===== src/rtl/sdma_pkg.sv =====
`timescale 1ns/1ps
package sdma_pkg;

    localparam int REG_MODE = 0;
    localparam int REG_CTRL = 1;
    localparam int REG_CHRST = 2;
    localparam int REG_ADDR_LO = 3;
    localparam int REG_ADDR_HI = 4;
    localparam int REG_COUNT = 5;
    localparam int REG_STATUS = 6;

    localparam int MODE_DIR_LSB = 16;
    localparam int MODE_WID_LSB = 4;
    localparam int MODE_INC_BIT = 0;
    localparam int CHRST_LSB = 8;

    function automatic logic [3:0] beat_bytes(input logic [1:0] width);
        return 4'd1 << width;
    endfunction

    function automatic logic addr_aligned(input logic [2:0] lo, input logic [1:0] width);
        logic ok;
        case (width)
            2'd0: ok = 1'b1;
            2'd1: ok = (lo[0] == 1'b0);
            2'd2: ok = (lo[1:0] == 2'b00);
            default: ok = (lo == 3'b000);
        endcase
        return ok;
    endfunction

endpackage


===== src/rtl/sdma_regs.sv =====
`timescale 1ns/1ps
module sdma_regs
    import sdma_pkg::*;
#(
    parameter int WORD_W = 32,
    parameter int LEN_W  = 16,
    parameter int RA_W   = 3
) (
    input  logic                  clk,
    input  logic                  rst_n,
    input  logic                  wr_en,
    input  logic [RA_W-1:0]       wr_addr,
    input  logic [WORD_W-1:0]     wr_data,
    input  logic [RA_W-1:0]       rd_addr,
    output logic [WORD_W-1:0]     rd_data,
    input  logic                  busy_i,
    input  logic                  finish_i,
    output logic                  start_o,
    output logic                  dir_o,
    output logic [1:0]            width_o,
    output logic                  inc_o,
    output logic [2*WORD_W-1:0]   addr_o,
    output logic [LEN_W-1:0]      len_o,
    output logic [1:0]            chan_rel_o,
    output logic                  done_o
);

    typedef struct packed {
        logic [1:0]        dir;
        logic [1:0]        width;
        logic              inc;
        logic [WORD_W-1:0] lo;
        logic [WORD_W-1:0] hi;
        logic [LEN_W-1:0]  len;
        logic [1:0]        rel;
        logic              done;
    } regs_t;

    regs_t regs_d, regs_q;
    logic  start_d;
    logic  hit_mode, hit_ctrl, hit_chrst, hit_lo, hit_hi, hit_cnt, hit_stat;

    always_comb begin
        hit_mode  = wr_en && (wr_addr == RA_W'(REG_MODE));
        hit_ctrl  = wr_en && (wr_addr == RA_W'(REG_CTRL));
        hit_chrst = wr_en && (wr_addr == RA_W'(REG_CHRST));
        hit_lo    = wr_en && (wr_addr == RA_W'(REG_ADDR_LO));
        hit_hi    = wr_en && (wr_addr == RA_W'(REG_ADDR_HI));
        hit_cnt   = wr_en && (wr_addr == RA_W'(REG_COUNT));
        hit_stat  = wr_en && (wr_addr == RA_W'(REG_STATUS));

        regs_d  = regs_q;
        start_d = 1'b0;

        if (!busy_i) begin
            if (hit_mode) begin
                regs_d.dir   = wr_data[MODE_DIR_LSB +: 2];
                regs_d.width = wr_data[MODE_WID_LSB +: 2];
                regs_d.inc   = wr_data[MODE_INC_BIT];
            end
            if (hit_lo)  regs_d.lo  = wr_data;
            if (hit_hi)  regs_d.hi  = wr_data;
            if (hit_cnt) regs_d.len = wr_data[LEN_W-1:0];
            if (hit_ctrl && wr_data[0] && !regs_q.dir[1]
                && addr_aligned(regs_q.lo[2:0], regs_q.width)
                && regs_q.rel[regs_q.dir[0]]) begin
                start_d = 1'b1;
            end
        end

        if (hit_chrst) regs_d.rel = wr_data[CHRST_LSB +: 2];
        if (hit_stat && wr_data[0]) regs_d.done = 1'b0;
        if (finish_i) regs_d.done = 1'b1;
    end

    always_ff @(posedge clk or negedge rst_n) begin
        if (!rst_n) begin
            regs_q     <= '0;
            regs_q.rel <= 2'b11;
        end else begin
            regs_q <= regs_d;
        end
    end

    always_comb begin
        rd_data = '0;
        case (rd_addr)
            RA_W'(REG_MODE): begin
                rd_data[MODE_DIR_LSB +: 2] = regs_q.dir;
                rd_data[MODE_WID_LSB +: 2] = regs_q.width;
                rd_data[MODE_INC_BIT]      = regs_q.inc;
            end
            RA_W'(REG_CTRL):    rd_data[0] = busy_i;
            RA_W'(REG_CHRST):   rd_data[CHRST_LSB +: 2] = regs_q.rel;
            RA_W'(REG_ADDR_LO): rd_data = regs_q.lo;
            RA_W'(REG_ADDR_HI): rd_data = regs_q.hi;
            RA_W'(REG_COUNT):   rd_data[LEN_W-1:0] = regs_q.len;
            RA_W'(REG_STATUS):  rd_data[1:0] = {busy_i, regs_q.done};
            default:            rd_data = '0;
        endcase
    end

    assign start_o    = start_d;
    assign dir_o      = regs_q.dir[0];
    assign width_o    = regs_q.width;
    assign inc_o      = regs_q.inc;
    assign addr_o     = {regs_q.hi, regs_q.lo};
    assign len_o      = regs_q.len;
    assign chan_rel_o = regs_q.rel;
    assign done_o     = regs_q.done;

    AST_CFG_FROZEN: assert property (@(posedge clk) disable iff (!rst_n)
        (busy_i && wr_en && wr_addr != RA_W'(REG_CTRL) && wr_addr != RA_W'(REG_CHRST)
         && wr_addr != RA_W'(REG_STATUS))
        |=> $stable({regs_q.dir, regs_q.width, regs_q.inc, regs_q.lo, regs_q.hi, regs_q.len}));

    AST_DONE_STICKY: assert property (@(posedge clk) disable iff (!rst_n)
        (regs_q.done && !(hit_stat && wr_data[0])) |=> regs_q.done);

endmodule


===== src/rtl/sdma_seq.sv =====
`timescale 1ns/1ps
module sdma_seq
    import sdma_pkg::*;
#(
    parameter int ADDR_W = 64,
    parameter int LEN_W  = 16
) (
    input  logic              clk,
    input  logic              rst_n,
    input  logic              start_i,
    input  logic              dir_i,
    input  logic [1:0]        width_i,
    input  logic              inc_i,
    input  logic [ADDR_W-1:0] addr_i,
    input  logic [LEN_W-1:0]  len_i,
    input  logic [1:0]        chan_rel_i,
    input  logic              ready_i,
    output logic              valid_o,
    output logic [ADDR_W-1:0] addr_o,
    output logic              write_o,
    output logic [1:0]        size_o,
    output logic              busy_o,
    output logic              finish_o
);

    typedef struct packed {
        logic              run;
        logic              dir;
        logic [1:0]        width;
        logic              inc;
        logic [ADDR_W-1:0] addr;
        logic [LEN_W-1:0]  rem;
    } seq_t;

    seq_t seq_d, seq_q;
    logic chan_ok, fire, fin;
    logic [ADDR_W-1:0] step;

    always_comb begin
        chan_ok = chan_rel_i[seq_q.dir];
        fire    = seq_q.run && chan_ok && ready_i;
        step    = seq_q.inc ? {{(ADDR_W-4){1'b0}}, beat_bytes(seq_q.width)} : '0;
        seq_d   = seq_q;
        fin     = 1'b0;

        if (seq_q.run) begin
            if (!chan_ok) begin
                seq_d.run = 1'b0;
                fin       = 1'b1;
            end else if (ready_i) begin
                seq_d.addr = seq_q.addr + step;
                seq_d.rem  = seq_q.rem - 1'b1;
                if (seq_q.rem == LEN_W'(1)) begin
                    seq_d.run = 1'b0;
                    fin       = 1'b1;
                end
            end
        end else if (start_i) begin
            if (len_i == '0) begin
                fin = 1'b1;
            end else begin
                seq_d.run   = 1'b1;
                seq_d.dir   = dir_i;
                seq_d.width = width_i;
                seq_d.inc   = inc_i;
                seq_d.addr  = addr_i;
                seq_d.rem   = len_i;
            end
        end
    end

    always_ff @(posedge clk or negedge rst_n) begin
        if (!rst_n) seq_q <= '0;
        else        seq_q <= seq_d;
    end

    assign valid_o  = seq_q.run && chan_ok;
    assign addr_o   = seq_q.addr;
    assign write_o  = seq_q.dir;
    assign size_o   = seq_q.width;
    assign busy_o   = seq_q.run;
    assign finish_o = fin;

    AST_HOLD_WHILE_STALLED: assert property (@(posedge clk) disable iff (!rst_n)
        (valid_o && !ready_i) |=> ($stable(seq_q.addr) && $stable(seq_q.rem)));

    AST_FIXED_ADDR: assert property (@(posedge clk) disable iff (!rst_n)
        (fire && !seq_q.inc) |=> $stable(seq_q.addr));

    AST_LAST_BEAT_ENDS: assert property (@(posedge clk) disable iff (!rst_n)
        (fire && seq_q.rem == LEN_W'(1)) |=> !valid_o);

    AST_ABORT_STOPS: assert property (@(posedge clk) disable iff (!rst_n)
        (seq_q.run && !chan_ok) |=> !seq_q.run);

endmodule


===== src/rtl/sdma_ctrl.sv =====
`timescale 1ns/1ps
module sdma_ctrl
    import sdma_pkg::*;
#(
    parameter int WORD_W = 32,
    parameter int LEN_W  = 16,
    parameter int RA_W   = 3
) (
    input  logic                 clk,
    input  logic                 rst_n,
    input  logic                 wr_en,
    input  logic [RA_W-1:0]      wr_addr,
    input  logic [WORD_W-1:0]    wr_data,
    input  logic [RA_W-1:0]      rd_addr,
    output logic [WORD_W-1:0]    rd_data,
    output logic                 mem_req_valid,
    input  logic                 mem_req_ready,
    output logic [2*WORD_W-1:0]  mem_req_addr,
    output logic                 mem_req_write,
    output logic [1:0]           mem_req_size,
    output logic                 xfer_done
);

    localparam int ADDR_W = 2 * WORD_W;

    logic              start, dir, inc, busy, finish;
    logic [1:0]        width, chan_rel;
    logic [ADDR_W-1:0] base;
    logic [LEN_W-1:0]  len;

    sdma_regs #(.WORD_W(WORD_W), .LEN_W(LEN_W), .RA_W(RA_W)) u_regs (
        .clk        (clk),
        .rst_n      (rst_n),
        .wr_en      (wr_en),
        .wr_addr    (wr_addr),
        .wr_data    (wr_data),
        .rd_addr    (rd_addr),
        .rd_data    (rd_data),
        .busy_i     (busy),
        .finish_i   (finish),
        .start_o    (start),
        .dir_o      (dir),
        .width_o    (width),
        .inc_o      (inc),
        .addr_o     (base),
        .len_o      (len),
        .chan_rel_o (chan_rel),
        .done_o     (xfer_done)
    );

    sdma_seq #(.ADDR_W(ADDR_W), .LEN_W(LEN_W)) u_seq (
        .clk        (clk),
        .rst_n      (rst_n),
        .start_i    (start),
        .dir_i      (dir),
        .width_i    (width),
        .inc_i      (inc),
        .addr_i     (base),
        .len_i      (len),
        .chan_rel_i (chan_rel),
        .ready_i    (mem_req_ready),
        .valid_o    (mem_req_valid),
        .addr_o     (mem_req_addr),
        .write_o    (mem_req_write),
        .size_o     (mem_req_size),
        .busy_o     (busy),
        .finish_o   (finish)
    );

    AST_BEAT_ALIGNED: assert property (@(posedge clk) disable iff (!rst_n)
        mem_req_valid |-> addr_aligned(mem_req_addr[2:0], mem_req_size));

    AST_DONE_FOLLOWS_END: assert property (@(posedge clk) disable iff (!rst_n)
        finish |=> xfer_done);

endmodule


===== config.mk =====
export PLATFORM = sky130hd
export DESIGN_NAME = sdma_ctrl
export DESIGN_NICKNAME = d
export VERILOG_FILES = /design/src/rtl/sdma_pkg.sv /design/src/rtl/sdma_regs.sv /design/src/rtl/sdma_seq.sv /design/src/rtl/sdma_ctrl.sv
export SDC_FILE = /design/constraint.sdc
export NUM_CORES = 1
export LEC_CHECK = 0
export BUFFER_PORTS_ARGS = -buffer_cell sky130_fd_sc_hd__buf_4
export CAP_MARGIN = 40
export CORE_MARGIN = 4
export CORE_UTILIZATION = 40
export DETAILED_ROUTE_END_ITERATION = 10
export HOLD_SLACK_MARGIN = 0.06
export MAX_ROUTING_LAYER = met4
export PLACE_DENSITY_LB_ADDON = 0.08
export SYNTH_ARGS = -nofsm -noshare
export SYNTH_HDL_FRONTEND = slang
export SYNTH_HIERARCHICAL = 1
export SYNTH_SLANG_ARGS = --single-unit

===== constraint.sdc =====
create_clock -name clk -period 3 [get_ports clk]
set_input_delay 0.6 -clock clk [delete_from_list [all_inputs] [get_ports clk]]
set_output_delay 0.6 -clock clk [all_outputs]
set_load 0.05 [all_outputs]

[After elaboration in Yosys (flattened, before gate mapping)]
Cells that the tools add are included.
Word-level totals
  output and inout port bits: 101
  flip-flop bits (word level): 173
  input port bits: 42
Operators by class
  eq/ne operators: 18
  bitwise logic cells: 3
  mux-type cells: 35
  magnitude comparators: 2
  shift-type cells: 1
  add/sub/neg operators: 2
  reductions and logical operators: 28
Operator list (count)
  $mux W80: 3
  $mux W85: 2
  $add A64 B64 Y64: 1
  $pmux W14 S2: 1
  $mux W1: 19
  $eq A3 B3 Y1 const B: 6
  $pmux W2 S3: 3
  $pmux W6 S3: 1
  $eq A16 B1 Y1 const B: 1
  $logic_not A16 Y1: 1
  $pmux W2 S4: 2
  $sub A16 B1 Y16 const B: 1
  $logic_and A1 B1 Y1: 13
  $eq A3 B2 Y1 const B: 4
  $logic_not A3 Y1: 3
  $reduce_and A2 Y1: 4
  $eq A3 B1 Y1 const B: 2
  $pmux W1 S6: 1
  $logic_not A2 Y1: 2
  $lt A1 B2 Y1 const B: 2
  $mux W4: 1
  $ne A2 B2 Y1 const B: 2
  $pmux W1 S4: 1
  $reduce_and A4 Y1: 1
  other kinds (9): 12

[Longest topological paths before layout]
Gate-level depths: netlist of the first run.
  depth after elaboration: 11
  mapped depth: 11

[Cells and area by module]
Netlist of the first run, hierarchy kept.
Modules (own cells, without submodules)
  sdma_seq: seq. area each 2127.0 um2, area an instance 5890.6 um2, instances 1, cells each 724
  sdma_regs: seq. area each 2204.6 um2, area an instance 4867.2 um2, instances 1, cells each 395

[Worst setup path before layout of the first run]
No wires, ideal clock.
  path type: in2out
  start: in rd_addr[1]
  end: out rd_data[8]
  setup slack: -0.265 ns
  cell stages on the path: 6
  data arrival time: 2.665 ns
  path buffers: 2
  cell sequence: clkbuf_1 -> clkbuf_1 -> inv_1 -> ha_1 -> inv_1 -> nor3_1
On the way
  cells in the longest elaborated chain, start to end: 2
  elaborated cells between the ends (all ways): 5
RTL lines
  start, declared: RTL line sdma_ctrl.sv:14  | input logic [RA_W-1:0] rd_addr,
  $eq A3 B3 Y1 or $eq A3 B2 Y1 (tied branches): RTL line sdma_regs.sv:87  | case (rd_addr)
  $pmux W2 S4 *: RTL line sdma_regs.sv:87
  end, declared: RTL line sdma_ctrl.sv:15  | output logic [WORD_W-1:0] rd_data,
Every way passes the cells marked *; elsewhere a longest branch is shown, timed or not.

[Worst setup path after layout of the first run]
  start: reg u_seq.seq_q, in the netlist u_seq/size_o[0]
  end: reg u_seq.seq_q, in the netlist u_seq/addr_o[52]
On the way
  cells in the longest elaborated chain, start to end: 6
RTL lines
  start, declared: RTL line sdma_seq.sv:35  | seq_t seq_d, seq_q;
  start signal, assigned: RTL line sdma_seq.sv:74  | else seq_q <= seq_d;
  $shl A1 B2 Y4: RTL line sdma_pkg.sv:18  | return 4'd1 << width;
  $mux W4: RTL line sdma_seq.sv:42  | step = seq_q.inc ? {{(ADDR_W-4){1'b0}}, beat_bytes(seq_q.width)} : '0;
  $add A64 B64 Y64: RTL line sdma_seq.sv:51  | seq_d.addr = seq_q.addr + step;
  $mux W80: RTL line sdma_seq.sv:50  | end else if (ready_i) begin
  $mux W80: RTL line sdma_seq.sv:47  | if (!chan_ok) begin
  $mux W80: RTL line sdma_seq.sv:46  | if (seq_q.run) begin
Every way passes these cells. The select of a mux whose other input is x is not followed.
A chain may end at the register's enable or synchronous reset.

==> results.yml, run 1 <==
critical_path:
  reg2reg_slack_ns: 0.13
  startpoint: "u_seq/size_o[0]"
  cp_data_required_time_ns: 3.38
  cp-start-kind: "flip-flop"
  slowest_stage: "or4_4"
  slowest_delay_ns: 0.64
  arrival_ns: 3.25
  reg2reg_from: "u_seq/size_o[0]"
  reg2reg_depth: 9
  crit_type: "flip-flop to flip-flop"
  crit_chain: "nor3b_2, ha_1, fa_1, a21o_1, a21o_1, nand3_1, or4_4, or4_1, nand3_1"
  crit_buf_inv: 0
  crit_family: "simple AND/OR/NAND/NOR gates"
  crit_end: "u_seq/addr_o[52]"
  crit_path_end_kind: "flip-flop"
  cp.depth: 9
  r2r_end: "u_seq/addr_o[52]"
  critPathMaxFanout: 6
timing:
  slew_viol_final: 0
  tightest_slew_ns: 0.744
  hold_viol_final: 0
  post-route-period-util_pct: 95.8
  hold_ws_ns: 0.178
  setup-violations-final: 0
  max_slew_margin_pct: 50.4
  finClkSkew_ns: 0.0180
  fin_crit_ns: 2.87
  setup_slack_ns: 0.127
  max_freq_mhz: 348
detailed_routing:
  drt-vias-per-instance: 5.94
  vias: 8798
  route.detailed.drc: 0
  routed_wl_um: 35700
  firstDrtPassIters: 5
  drtAntennaViolNets: 0
  wl_per_cell_um: 24.1
  drt_iter0_drc: 942
yosys:
  synthTopCellsByArea: "dfrtp_1, buf_4, mux2_2"
  syn_inst: 1119
  synth_nets: 1170
  synth-seq-cells: 173
  synth_common_cells: "dfrtp_1, buf_4, nand2_1"
  yosysMostFrequentCell: "dfrtp_1"
  synth.distinct_cells: 69
  yosys_most_used_dff: "dfrtp_1"
  syn_area_um2: 10800
  synth_warnings: 6
  synth_area_per_cell_um2: 9.61
  seq_area_frac_synth_pct: 40.3
  async_flop_share_pct: 100
  synth_top_area_cell: "dfrtp_1"
  synth_edf_count: 0
  synth_top_area_share_pct: 39.8
pwr:
  power_mw: 8.86
  power_leakage_nw: 5.39
  irDropWorstVdd_mv: 0.362
  powerDensity_nw_per_um2: 737
layout:
  area_delta_synth_final_pct: 11.8
  final_cells: 1482
  drive_above_1_share_pct: 30.6
  fin_util_pct: 45.8
  n_antenna_cell: 0
  final_nets: 1185
  nFillCells: 2526
clock_tree:
  cts_tree: "built"
  cts-buffers-inserted: 17
  cts_max_path_buffers: 2
  clockRootBuffer: "clkbuf_16"
  htree_levels: 4
  clock_sinks: 173
  clock_latency_ns: 0.45
  cts_hold_buffers: 0
  clk_pin_slew_worst_paths_ns: 0.07
placed_design:
  gp_congestion: 0.911
  dp.cells: 1450
  post-place-ws_ns: 0.0807
  port_buffers: 142
  dp_hpwl_um: 26700
grt:
  track_usage_pct: 24.6
  overflow: 0
  grt_start_max_net_pins: 68
  grt_antenna_before_repair: 0
  grt_pass1_wl_um: 53300
  grt_pass1_vias: 8275
floorplanning:
  ios: 143
  num_rows: 59
  die_area_um2: 29600
  die_h_um: 172
  die_width_um: 172
  initial_core_util_pct: 40.9
  core_area_um2: 26300
min_path:
  worst_hold_path_type: "primary input to asynchronous set/reset pin"
flow_run:
  cap_viol_max_count: 0
status:
  status: "complete, no violations"
-- cells in the final DEF (no fill, tap or decap), types with 13 or more instances in the layout --
cell type,n
dfrtp_1,170
mux2_4,30
mux2_2,61
nor2_1,31
mux2i_1,13
o211ai_1,23
clkbuf_16,17
and3_1,19
o311ai_0,15
o21ai_0,54
inv_1,14
nand3_1,59
a221o_1,19
nor3_1,26
nand4_1,22
a21oi_1,38
buf_4,197
a22o_1,15
nand2_1,136
-- how the worst min path moves through the flow --
| stage | from | to | slack (ns) | cells past startpoint |
|---|---|---|---|---|
| after floorplan | rst_n | u_regs/addr_o[0] | 0.30 | 0 |
| final | rst_n | u_regs/addr_o[38] | 0.18 | 1 |
| after global placement | u_seq/seq_q[13] | u_seq/seq_q[13] | 0.50 | 1 |
| after CTS | rst_n | u_regs/addr_o[39] | 0.22 | 1 |
| after global routing | rst_n | u_regs/addr_o[39] | 0.23 | 1 |
| after detailed placement | u_seq/seq_q[13] | u_seq/seq_q[13] | 0.49 | 1 |
-- final cells by class --
type | instances | area (um2) | share of cell area [%]
clock buffer | 17 | 425 | 3.54
clock inverter | 15 | 163 | 1.35
inverter | 14 | 52.6 | 0.437
multi-input combinational | 723 | 5010 | 41.7
sequential | 173 | 4330 | 36.0
tap | 335 | 419 | 3.48
timing repair buffer | 205 | 1620 | 13.5
-- power breakdown --
part | total (mW) | internal, mW | leakage [nW] | switching [mW]
logic | 2.87 | 1.10 | 2.96 | 1.76
registers | 3.74 | 2.90 | 2.15 | 0.844
clock network | 2.25 | 1.12 | 0.286 | 1.13
-- kinds of logic after synthesis --
logic type	Yosys count	share of synthesized area (%)
adder cells (fa/ha/maj)	9	1.12
multiplexers	104	11.8
buffers and inverters	223	13.4
flip-flops	173	40.3
AND/OR/NAND/NOR	378	18.4
XOR/XNOR	2	0.163
AO/OA/AOI/OAI	230	14.9
-- routing by layer --
metal	GRT usage (%)	wire length, um	vias to the layer above
met4	5.78	603	0
met2	34.1	15400	313
met1	38.2	17700	4438
met3	3.16	2030	37
met5	-	0	-
li1	-	-	4010
-- metrics by stage --
stage          cell area [um2]  setup TNS [ns]
6_report                 12000               0
5_1_grt                  12000        -0.00283
4_1_cts                  12000               0
3_5_place_dp             11400               0
3_3_place_gp             11400               0
2_1_floorplan            10800          -0.622
-- sequential cells by signal (all words and copies together), names as in the netlist --
name               flops
u_regs/addr_o         64
u_seq/addr_o          64
u_seq/seq_q           17
u_regs/len_o          16
u_regs/chan_rel_o      2
u_regs/width_o         2
u_seq/size_o           2
u_regs/dir_o           1
u_regs/done_o          1
u_regs/inc_o           1
u_regs/regs_q          1
u_seq/busy_o           1
u_seq/write_o          1
-- what timing repair did --
item | CTS | global route
buffers inserted | 0 | 0
resized for setup | 0 | 1
endpoints found under the setup margin | 0 | 6
(Power assumes the default switching activity.)
==> run 2: changes to the inputs <==
- CORE_ASPECT_RATIO: default -> 0.75
==> results.yml, run 2 (same netlist as run 1, synthesis figures left out) <==
critical_path:
  cp-start-kind: "flip-flop"
  crit_chain: "nor3b_2, ha_1, fa_1, a21o_1, a21o_1, nand3_1, or4_4, or4_1, nand3_1"
  critPathMaxFanout: 6
  slowest_stage: "or4_4"
  arrival_ns: 3.24
  reg2reg_from: "u_seq/size_o[0]"
  reg2reg_slack_ns: 0.13
  crit_type: "flip-flop to flip-flop"
  reg2reg_depth: 9
  r2r_end: "u_seq/addr_o[52]"
  slowest_delay_ns: 0.63
  crit_path_end_kind: "flip-flop"
  cp_data_required_time_ns: 3.38
clock_tree:
  htree_levels: 4
  clock_latency_ns: 0.44
  cts_tree: "built"
  clock_sinks: 173
  postCtsSetupBuffers: 0
  cts_max_path_buffers: 2
  cts-buffers-inserted: 17
  clk_pin_slew_worst_paths_ns: 0.07
  clockRootBuffer: "clkbuf_16"
grt:
  grt_pass1_vias: 8171
  grt_start_max_net_pins: 78
  track_usage_pct: 25.7
  grt_antenna_before_repair: 1
  overflow: 0
  grt_pass1_wl_um: 55400
timing:
  hold_ws_ns: 0.143
  max_slew_margin_pct: 50.7
  rsz0062_at_grt: "no"
  max_freq_mhz: 349
  hold_viol_final: 0
  slew_viol_final: 0
  fin_crit_ns: 2.87
  post-route-period-util_pct: 95.5
  setup-violations-final: 0
  tightest_slew_ns: 0.733
  finClkSkew_ns: 0.0111
layout:
  area_delta_synth_final_pct: 11.8
  n_antenna_cell: 0
  mostFrequentLayoutCells: "buf_4, dfrtp_1, nand2_1"
  drive_above_1_share_pct: 30.5
  multi_input_area_um2: 5020
  register_area_um2: 4330
  mostFrequentLayoutCell: "buf_4"
  final_nets: 1182
  nFillCells: 2531
pwr:
  power_leakage_nw: 5.38
  switchingPower_mw: 3.71
  irDropWorstVdd_mv: 0.453
  p_clk_share_pct: 25.5
  power_mw: 8.95
  powerDensity_nw_per_um2: 744
  power_frac_seq_pct: 42.3
  switching_share_pct: 41.5
  pwr-share-comb_pct: 32.3
  p_int_mw: 5.24
min_path:
  worst_hold_path_type: "primary input to asynchronous set/reset pin"
detailed_routing:
  vias: 8893
  drtAntennaViolNets: 0
  drt-vias-per-instance: 5.98
  route.detailed.drc: 0
  drt_iter0_drc: 823
  wl_per_cell_um: 25.0
  routed_wl_um: 37200
  firstDrtPassIters: 5
flow_run:
  cap_viol_max_count: 0
status:
  status: "complete, no violations"
placed_design:
  port_buffers: 142
  dp_hpwl_um: 27400
  gp_congestion: 0.893
floorplanning:
  num_rows: 51
  die_width_um: 197
  die_h_um: 150
  core_area_um2: 26200
  initial_core_util_pct: 41.0
  ios: 143
  die_area_um2: 29600
==> run 2: cell count changes in the layout (fill, tap and decap cells not counted), moves of 2 or more <==
cell / before / now
buf_4: 197 / 194
inv_6: 7 / 5
inv_8: 4 / 0
bufinv_16: 0 / 2
clkinv_8: 3 / 0
clkinv_4: 0 / 3
clkinv_2: 0 / 3
==> run 2: power by group through the flow <==
stage	Combinational, mW	Clock (mW)	Sequential, mW
after floorplan	2.65	0	3.41
after global placement	2.87	0	3.79
after detailed placement	2.89	0	3.79
after CTS	2.90	2.31	3.75
after global routing	3.07	2.41	3.87
final	2.89	2.28	3.78
==> run 2: metal layers <==
layer | up-vias | track usage [%] | share of wire [%]
met5 | - | - | 0
met1 | 4493 | 42.2 | 52
met2 | 346 | 32.0 | 39
met3 | 31 | 4.91 | 7.3
met4 | 0 | 4.85 | 1.2
li1 | 4023 | - | -
==> run 2: worst max-delay path by stage <==
| stage | startpoint | endpoint | slack, ns | depth (start not counted) |
|---|---|---|---|---|
| after floorplan | rd_addr[1] | rd_data[12] | -0.12 | 6 |
| after global placement | wr_addr[0] | u_seq/addr_o[48] | 0.07 | 10 |
| after detailed placement | wr_addr[2] | u_seq/addr_o[16] | 0.09 | 10 |
| after CTS | u_seq/size_o[0] | u_seq/addr_o[52] | 0.11 | 9 |
| after global routing | u_seq/size_o[0] | u_seq/addr_o[54] | 0.05 | 9 |
| final | u_seq/size_o[0] | u_seq/addr_o[52] | 0.13 | 9 |
==> run 2: worst max-delay path, delay by kind of cell (launching register included) <==
family          cells  cell delay [ns]
compound gates      2             0.31
fa+ha+maj           2             0.46
flops               1             0.47
simple gates        5             1.55
==> run 2: final cells by class <==
type	instances	area share (%)
multi-input cells	723	41.8
flip-flops and latches	173	36.0
repair buffers	202	13.3
well taps	344	3.58
clock buffers	17	3.54
clock inverters	15	1.33
inverters	14	0.437
==> run 2: repair_timing <==
item	4_1_cts	5_1_grt
setup endpoints to repair	0	6
resized for setup	0	2
hold buffers	0	0
==> run 2: metrics by stage <==
step	utilization, %	area (um2)	setup TNS [ns]	worst slack, ns	cells
2_1_floorplan	-	10800	-0.622	-0.124	1119
3_3_place_gp	43.5	11400	0	0.0734	1455
3_5_place_dp	43.6	11400	0	0.0910	1456
4_1_cts	45.8	12000	0	0.106	1488
5_1_grt	45.9	12000	0	0.0468	1488
6_report	45.9	12000	0	0.134	1488
